--- src/rtl/tlb_pkg.sv ---
package tlb_pkg;

  // Where a fill lands
  typedef enum logic [1:0] {
    SRC_RESIDENT = 2'd0,  // page already present: overwrite in place
    SRC_FREE     = 2'd1,  // lowest empty slot
    SRC_EVICT    = 2'd2   // least recently used slot
  } fill_src_e;

endpackage

--- src/rtl/tlb_match.sv ---
module tlb_match #(
  parameter int ENTRIES = 4,
  parameter int VPN_W   = 8,
  parameter int IDX_W   = 2
) (
  input  logic [ENTRIES-1:0]            valid_i,
  input  logic [ENTRIES-1:0][VPN_W-1:0] tags_i,
  input  logic [VPN_W-1:0]              key_i,
  output logic [ENTRIES-1:0]            match_o,
  output logic                          hit_o,
  output logic [IDX_W-1:0]              idx_o
);

  genvar g;
  generate
    for (g = 0; g < ENTRIES; g++) begin : g_cmp
      assign match_o[g] = valid_i[g] && (tags_i[g] == key_i);
    end
  endgenerate

  always_comb begin
    idx_o = '0;
    for (int i = 0; i < ENTRIES; i++) begin
      if (match_o[i]) idx_o = IDX_W'(i);
    end
  end

  assign hit_o = |match_o;

endmodule

--- src/rtl/tlb_lru_order.sv ---
module tlb_lru_order
  import tlb_pkg::*;
#(
  parameter int ENTRIES = 4,
  parameter int IDX_W   = 2
) (
  input  logic               clk,
  input  logic               rst,
  input  logic               flush,
  input  logic [ENTRIES-1:0] valid_i,
  input  logic               touch_en,
  input  logic [IDX_W-1:0]   touch_idx,
  input  logic               fill_en,
  input  logic               fill_res_hit,
  input  logic [IDX_W-1:0]   fill_res_idx,
  output logic [IDX_W-1:0]   fill_idx
);

  localparam logic [IDX_W-1:0] OLDEST = IDX_W'(ENTRIES - 1);

  // rank 0 = most recent, ENTRIES-1 = least recent
  logic [IDX_W-1:0] rank_q [ENTRIES];
  logic [IDX_W-1:0] rank_a [ENTRIES];
  logic [IDX_W-1:0] rank_b [ENTRIES];

  logic             free_found;
  logic [IDX_W-1:0] free_idx;
  logic [IDX_W-1:0] lru_idx;
  fill_src_e        src;

  // stage A: lookup-hit refresh
  always_comb begin
    for (int i = 0; i < ENTRIES; i++) begin
      rank_a[i] = rank_q[i];
      if (touch_en) begin
        if (IDX_W'(i) == touch_idx)               rank_a[i] = '0;
        else if (rank_q[i] < rank_q[touch_idx])   rank_a[i] = rank_q[i] + 1'b1;
      end
    end
  end

  // victim choice, seen after stage A
  always_comb begin
    free_found = 1'b0;
    free_idx   = '0;
    for (int i = 0; i < ENTRIES; i++) begin
      if (!valid_i[i] && !free_found) begin
        free_found = 1'b1;
        free_idx   = IDX_W'(i);
      end
    end
    lru_idx = '0;
    for (int i = 0; i < ENTRIES; i++) begin
      if (rank_a[i] == OLDEST) lru_idx = IDX_W'(i);
    end
    if (fill_res_hit)    src = SRC_RESIDENT;
    else if (free_found) src = SRC_FREE;
    else                 src = SRC_EVICT;
    case (src)
      SRC_RESIDENT: fill_idx = fill_res_idx;
      SRC_FREE:     fill_idx = free_idx;
      default:      fill_idx = lru_idx;
    endcase
  end

  // stage B: fill refresh on top of stage A
  always_comb begin
    for (int i = 0; i < ENTRIES; i++) begin
      rank_b[i] = rank_a[i];
      if (IDX_W'(i) == fill_idx)               rank_b[i] = '0;
      else if (rank_a[i] < rank_a[fill_idx])   rank_b[i] = rank_a[i] + 1'b1;
    end
  end

  always_ff @(posedge clk) begin
    if (rst || flush) begin
      for (int i = 0; i < ENTRIES; i++) rank_q[i] <= IDX_W'(i);
    end else if (fill_en) begin
      rank_q <= rank_b;
    end else if (touch_en) begin
      rank_q <= rank_a;
    end
  end

  // ranks must stay a permutation of 0..ENTRIES-1
  logic [ENTRIES-1:0] occ [ENTRIES];
  always_comb begin
    for (int v = 0; v < ENTRIES; v++)
      for (int i = 0; i < ENTRIES; i++)
        occ[v][i] = (rank_q[i] == IDX_W'(v));
  end

  always_ff @(posedge clk) begin
    if (!rst) begin
      for (int v = 0; v < ENTRIES; v++) begin
        a_r5_rank_perm: assert ($onehot(occ[v]))
          else $error("recency ranks are not a permutation");
      end
    end
  end

  a_r5_hit_mru: assert property (@(posedge clk) disable iff (rst)
    (touch_en && !fill_en && !flush) |=> rank_q[$past(touch_idx)] == '0);

  a_r6_fill_mru: assert property (@(posedge clk) disable iff (rst)
    (fill_en && !flush) |=> rank_q[$past(fill_idx)] == '0);

endmodule

--- src/rtl/tlb_stats.sv ---
module tlb_stats #(
  parameter int CNT_W = 16
) (
  input  logic             clk,
  input  logic             rst,
  input  logic             lk_valid,
  input  logic             lk_hit,
  output logic [CNT_W-1:0] hit_count,
  output logic [CNT_W-1:0] miss_count
);

  always_ff @(posedge clk) begin
    if (rst) begin
      hit_count  <= '0;
      miss_count <= '0;
    end else if (lk_valid) begin
      if (lk_hit) hit_count  <= hit_count + 1'b1;
      else        miss_count <= miss_count + 1'b1;
    end
  end

  a_r10_one_count: assert property (@(posedge clk) disable iff (rst)
    lk_valid |=> CNT_W'(hit_count + miss_count) ==
                 CNT_W'($past(hit_count) + $past(miss_count) + 1'b1));

  a_r10_idle: assert property (@(posedge clk) disable iff (rst)
    !lk_valid |=> $stable(hit_count) && $stable(miss_count));

endmodule

--- src/rtl/tlb_lru.sv ---
module tlb_lru #(
  parameter int ENTRIES = 4,
  parameter int VA_W    = 18,
  parameter int OFF_W   = 10,
  parameter int PFN_W   = 8,
  parameter int CNT_W   = 16,
  localparam int VPN_W  = VA_W - OFF_W,
  localparam int PA_W   = PFN_W + OFF_W
) (
  input  logic             clk,
  input  logic             rst,
  input  logic             lk_valid,
  input  logic [VA_W-1:0]  lk_addr,
  output logic             lk_hit,
  output logic [PA_W-1:0]  lk_paddr,
  input  logic             fill_valid,
  input  logic [VPN_W-1:0] fill_page,
  input  logic [PFN_W-1:0] fill_frame,
  input  logic             flush,
  output logic [CNT_W-1:0] hit_count,
  output logic [CNT_W-1:0] miss_count
);

  localparam int IDX_W = (ENTRIES > 1) ? $clog2(ENTRIES) : 1;

  logic [ENTRIES-1:0]            valid_q;
  logic [ENTRIES-1:0][VPN_W-1:0] tag_q;
  logic [ENTRIES-1:0][PFN_W-1:0] frame_q;

  logic [VPN_W-1:0]   lk_page;
  logic [ENTRIES-1:0] lk_vec, fl_vec;
  logic               lk_match, fl_match;
  logic [IDX_W-1:0]   lk_idx, fl_idx, fill_idx;
  logic               fill_en;

  assign lk_page = lk_addr[VA_W-1:OFF_W];
  assign fill_en = fill_valid && !flush;

  tlb_match #(.ENTRIES(ENTRIES), .VPN_W(VPN_W), .IDX_W(IDX_W)) u_lk_match (
    .valid_i(valid_q), .tags_i(tag_q), .key_i(lk_page),
    .match_o(lk_vec), .hit_o(lk_match), .idx_o(lk_idx));

  tlb_match #(.ENTRIES(ENTRIES), .VPN_W(VPN_W), .IDX_W(IDX_W)) u_fl_match (
    .valid_i(valid_q), .tags_i(tag_q), .key_i(fill_page),
    .match_o(fl_vec), .hit_o(fl_match), .idx_o(fl_idx));

  tlb_lru_order #(.ENTRIES(ENTRIES), .IDX_W(IDX_W)) u_order (
    .clk(clk), .rst(rst), .flush(flush), .valid_i(valid_q),
    .touch_en(lk_hit), .touch_idx(lk_idx),
    .fill_en(fill_en), .fill_res_hit(fl_match), .fill_res_idx(fl_idx),
    .fill_idx(fill_idx));

  tlb_stats #(.CNT_W(CNT_W)) u_stats (
    .clk(clk), .rst(rst), .lk_valid(lk_valid), .lk_hit(lk_hit),
    .hit_count(hit_count), .miss_count(miss_count));

  assign lk_hit   = lk_valid && lk_match;
  assign lk_paddr = lk_hit ? {frame_q[lk_idx], lk_addr[OFF_W-1:0]} : '0;

  always_ff @(posedge clk) begin
    if (rst || flush) valid_q <= '0;
    else if (fill_en) valid_q[fill_idx] <= 1'b1;
  end

  // payload: no reset, written only by fills
  always_ff @(posedge clk) begin
    if (fill_en) begin
      tag_q[fill_idx]   <= fill_page;
      frame_q[fill_idx] <= fill_frame;
    end
  end

  a_r6_no_duplicate: assert property (@(posedge clk) disable iff (rst)
    $onehot0(lk_vec) && $onehot0(fl_vec));

  a_r7_flush_empty: assert property (@(posedge clk) disable iff (rst)
    flush |=> valid_q == '0);

  a_r3_reset_empty: assert property (@(posedge clk) disable iff (rst)
    $fell(rst) |-> (valid_q == '0 && hit_count == '0 && miss_count == '0));

  a_r1_idle_no_hit: assert property (@(posedge clk) disable iff (rst)
    !lk_valid |-> !lk_hit && lk_paddr == '0);

endmodule

--- config.mk ---
export PLATFORM = sky130hd
export DESIGN_NAME = tlb_lru
export DESIGN_NICKNAME = d
export VERILOG_FILES = /design/src/rtl/tlb_pkg.sv /design/src/rtl/tlb_match.sv /design/src/rtl/tlb_lru_order.sv /design/src/rtl/tlb_stats.sv /design/src/rtl/tlb_lru.sv
export SDC_FILE = /design/constraint.sdc
export NUM_CORES = 1
export LEC_CHECK = 0
export CORE_ASPECT_RATIO = 1.25
export CORE_MARGIN = 10
export CORE_UTILIZATION = 59
export DETAILED_ROUTE_END_ITERATION = 10
export HOLD_SLACK_MARGIN = 0.1
export PLACE_DENSITY_LB_ADDON = 0.25
export SYNTH_ARGS = -nofsm -noshare
export SYNTH_HDL_FRONTEND = slang
export SYNTH_SLANG_ARGS = --single-unit
--- constraint.sdc ---
create_clock -name clk -period 17.5 [get_ports clk]
set_input_delay 4.375 -clock clk [delete_from_list [all_inputs] [get_ports clk]]
set_output_delay 4.375 -clock clk [all_outputs]
set_load 0.005 [all_outputs]
==> run summary <==
Synthesis produced a netlist whose cell count is 578. The met3 capacity usage during global routing is 4.892%. The tree is rooted in a sky130_fd_sc_hd__clkbuf_16. The die boundary height is 131.4 um. The normalized max-slew margin came out at 20.16%. During synthesis, Yosys emitted a total of 0 warnings.

The fill cell total of the finished layout is 661. The setup TNS after final layout came out at 0 ns. The commonest cells after synthesis are 83 x sky130_fd_sc_hd__nor2_1, 64 x sky130_fd_sc_hd__edfxtp_1, 53 x sky130_fd_sc_hd__xnor2_1, 44 x sky130_fd_sc_hd__dfxtp_1, 38 x sky130_fd_sc_hd__xor2_1.

From left edge to right edge, the die measures around 110 um. In the final layout, flip-flops and latches occupy 0.002803 sq mm. The initial detailed-routing violation count came out at around 250. The final max-slew violation count came to 0. The end point of the most critical hold path is u_stats.hit_count[1]$_SDFFE_PP0P_. The capturing element type of the critical path is an output port. The area taken by multi-input logic gates is 0.002905 sq mm. In this run the critical register-to-register path is launched from tag_q[9]$_DFFE_PP_. The mean post-synth cell area came out at around 10 sq um.

The CTS H-tree depth is 3. After the last flow step, the layout net total stands at 706. The per-cell via count in the routed design is 6.016. The share of the synthesized area in the top cell type came out at 32.82%. The worst setup path is of the in -> out kind. The share of flip-flops with an asynchronous set or reset after synthesis came out at 0%. The congestion estimate from routability-driven global placement came to between 0.9 and 1. The slew at the pin closest to its max-slew limit is roughly 1.2 ns. The wire length per cell after detailed routing came out at 19.78 um. The timing-limited maximum frequency is 0.08290 GHz. The core outline area is around 0.0097 sq mm. The clock tree skew after final layout came out at 0.01050 ns.

The start point of the worst min-delay path is u_stats.hit_count[1]$_SDFFE_PP0P_. The number of cell instances on the worst register-to-register path came out at 21. Summed over all nets, the half-perimeter wirelength after detailed placement is ~11,000 um. TritonCTS built the clock tree.

The critical path data arrival time is 7.69 ns. The number of buffers added on ports came out at 89. The part of the cycle the worst path needs is 68.93%. Buffers inserted during clock tree synthesis total 9. The post-placement cell count came out at between 700 and 800. The number of distinct standard cells referenced by the synthesized netlist came out at 67. The antenna diode count came out at 0. The clock-pin slew on the worst setup and hold paths came out at approximately 0.070 ns. The leakage power figure is 2.544 nW. The number of max-cap violations came out at 0. The critical-path maximum fanout is 23. The endpoint required time on the critical path is 13.12 ns.

Among all flip-flop cells after synthesis, the most frequent one is sky130_fd_sc_hd__edfxtp_1. The via count of the routed design is 4,747. The met2 track demand over resource came out at 36.36%.

The floorplan has 40 rows. The hold buffer count at CTS is 0. The top cell type by total area after synthesis is sky130_fd_sc_hd__edfxtp_1. Counting every sink on the clock net gives roughly 110. The count of unresolved DRC violations after routing came out at 0.

The global-route total usage across every layer came out at 21.85%. After synthesis, the cell types taking the most area are sky130_fd_sc_hd__edfxtp_1 33%, sky130_fd_sc_hd__dfxtp_1 15%, sky130_fd_sc_hd__xnor2_1 7.9%, sky130_fd_sc_hd__xor2_1 5.7%, sky130_fd_sc_hd__nor2_1 5.3%. The number of antenna violations at the first check in global routing was 0. The flow ran to the end, and the final reports show no timing, DRC or antenna violations. The setup-violating endpoint count in the final report is 0.

The count of endpoints failing hold in the final timing report came to 0. The top-level I/O count came out at 90. Before antenna repair, the detailed router went through 7 iterations. Clock latency on the worst-skew pair, taken at its later pin, is roughly 0.36 ns. The worst-case IR drop observed on VDD is between 60 and 70 uV. Setup repair after global routing left no endpoint under its margin. The wire length of the first global-routing pass is 24,990 um. The die covers 0.01433 sq mm.

The register bit count reported by yosys came out at 108. Once the floorplan was initialized, standard cells occupied between 60 and 70% of the core. The number of gates resized after CTS came out at 0.

The post-CTS setup repair buffer count is 0. The total global routing overflow came out at 0. Global routing used 25.58% of the available met1 tracks. In this run, synthesis inferred 64 flip-flops with an integrated enable. The worst hold path depth came out at 2. In this run the critical register-to-register path is captured at u_order.rank_q[7]$_SDFFE_PP0P_. The share of final-layout standard cells stronger than drive strength 1 came out at 7.240%. The largest net degree at the start of global routing is 35.

The net count after synthesis came out at 626. The share of the yosys chip area belonging to registers came out at between 40% and 50%. The total power divided by cell area came out at 75.49 mW/mm^2. Wires add up to 15,600 um. The launching element type of the critical path is an input port.

The overall power of the completed layout is between 500 and 600 uW. After global routing, the most crowded layer is met2. In the post-synthesis netlist, the cell with the most instances is sky130_fd_sc_hd__nor2_1. The count of non-filler cells in the finished layout came out at 789. The routed design could run at a clock period as short as around 12 ns. Relative to the synthesized area, the layout overhead comes to 22.69%. The via count of the first global-routing pass is 4,851. The class of the most critical hold timing path is reg -> reg. The mapped netlist covers 0.005856 sq mm. In this run the remaining antenna-violating nets after routing total 0. For flop-to-flop paths, the worst setup slack is around 12 ns. The maximum buffer depth of the clock tree came out at 2.
-- critical path, cell delays in order --
cell and delay, ns:
sky130_fd_sc_hd__clkdlybuf4s50_1 0.66, sky130_fd_sc_hd__xnor2_1 0.18, sky130_fd_sc_hd__and4_1 0.32, sky130_fd_sc_hd__nand3_1 0.54, sky130_fd_sc_hd__nand4_2 0.37, sky130_fd_sc_hd__nand2_4 0.18
sky130_fd_sc_hd__inv_2 0.33, sky130_fd_sc_hd__and2_1 0.20, sky130_fd_sc_hd__clkdlybuf4s50_1 0.53
-- area by class of cell --
| type | instances | share of cell area, % |
|---|---|---|
| inverters | 13 | 0.6792 |
| clock inverters | 7 | 1.620 |
| flip-flops and latches | 108 | 39.01 |
| multi-input cells | 432 | 40.44 |
| well taps | 126 | 2.194 |
| clock buffers | 9 | 3.135 |
| repair buffers | 94 | 12.92 |
-- layout by cell type, fill, tap and decap left out, types with 7 or more instances in the layout --
cell,n
sky130_fd_sc_hd__clkbuf_16,9
sky130_fd_sc_hd__mux2i_1,10
sky130_fd_sc_hd__nand2_1,25
sky130_fd_sc_hd__ha_1,9
sky130_fd_sc_hd__inv_1,11
sky130_fd_sc_hd__xnor2_1,53
sky130_fd_sc_hd__a21oi_1,28
sky130_fd_sc_hd__nor2_1,83
sky130_fd_sc_hd__and3_1,14
sky130_fd_sc_hd__xor2_1,38
sky130_fd_sc_hd__dfxtp_1,44
sky130_fd_sc_hd__and2_1,13
sky130_fd_sc_hd__nor4_1,7
sky130_fd_sc_hd__or3_1,7
sky130_fd_sc_hd__edfxtp_1,64
sky130_fd_sc_hd__nand3_1,25
sky130_fd_sc_hd__nor3_1,14
sky130_fd_sc_hd__nand4_1,17
sky130_fd_sc_hd__clkdlybuf4s50_1,89
sky130_fd_sc_hd__o21ai_0,9
-- through the flow --
step                cell area [sq um]  setup slack [ns]  utilization (%)  hold WS [ns]
finish                           7184             5.437            74.38        0.5200
detailed placement               6843             5.508            70.84        0.5095
global placement                 6843             5.649            70.84        0.4708
CTS                              7184             5.470            74.38        0.5170
floorplan                        5856             7.051                -        0.4743
global route                     7184             5.236            74.38        0.5368
-- worst max path at each step --
| stage | startpoint | end | slack, ns | depth (start not counted) |
|---|---|---|---|---|
| 2_1_floorplan | lk_addr[12] | lk_paddr[1] | 7.05 | 11 |
| 3_3_place_gp | lk_addr[12] | lk_paddr[0] | 5.65 | 9 |
| 3_5_place_dp | lk_addr[12] | lk_paddr[3] | 5.51 | 9 |
| 4_1_cts | lk_addr[12] | lk_paddr[5] | 5.47 | 9 |
| 5_1_grt | lk_addr[12] | lk_paddr[5] | 5.24 | 9 |
| 6_report | lk_addr[12] | lk_paddr[5] | 5.44 | 9 |
-- power by group --
group          switching [mW]  internal [mW]  leakage, nW
Combinational          0.0219         0.0186         1.44
Clock                  0.0991          0.129        0.165
Sequential            0.00205          0.272        0.936
Total                   0.123          0.419         2.54
-- state kept, by name (all words and copies together), names as in the netlist --
name	cells
frame_q	32
tag_q	32
u_stats.hit_count	16
u_stats.miss_count	16
u_order.rank_q	8
valid_q	4
-- cell families after synthesis --
| kind of cell | after synthesis | synth area share (%) |
|---|---|---|
| AND/OR/NAND/NOR | 236 | 20.77 |
| AO/OA/AOI/OAI | 82 | 10.43 |
| buffers and inverters | 38 | 2.692 |
| adder cells (fa/ha/maj) | 9 | 1.923 |
| multiplexers | 12 | 2.158 |
| XOR/XNOR | 93 | 14.17 |
| flip-flops | 108 | 47.86 |
-- per-layer routing --
metal	vias up	routed length (um)
met5	-	0
li1	2222	-
met4	0	520
met3	49	1224
met2	214	7884
met1	2262	5974
No activity file was read; power rests on OpenSTA's default activity.
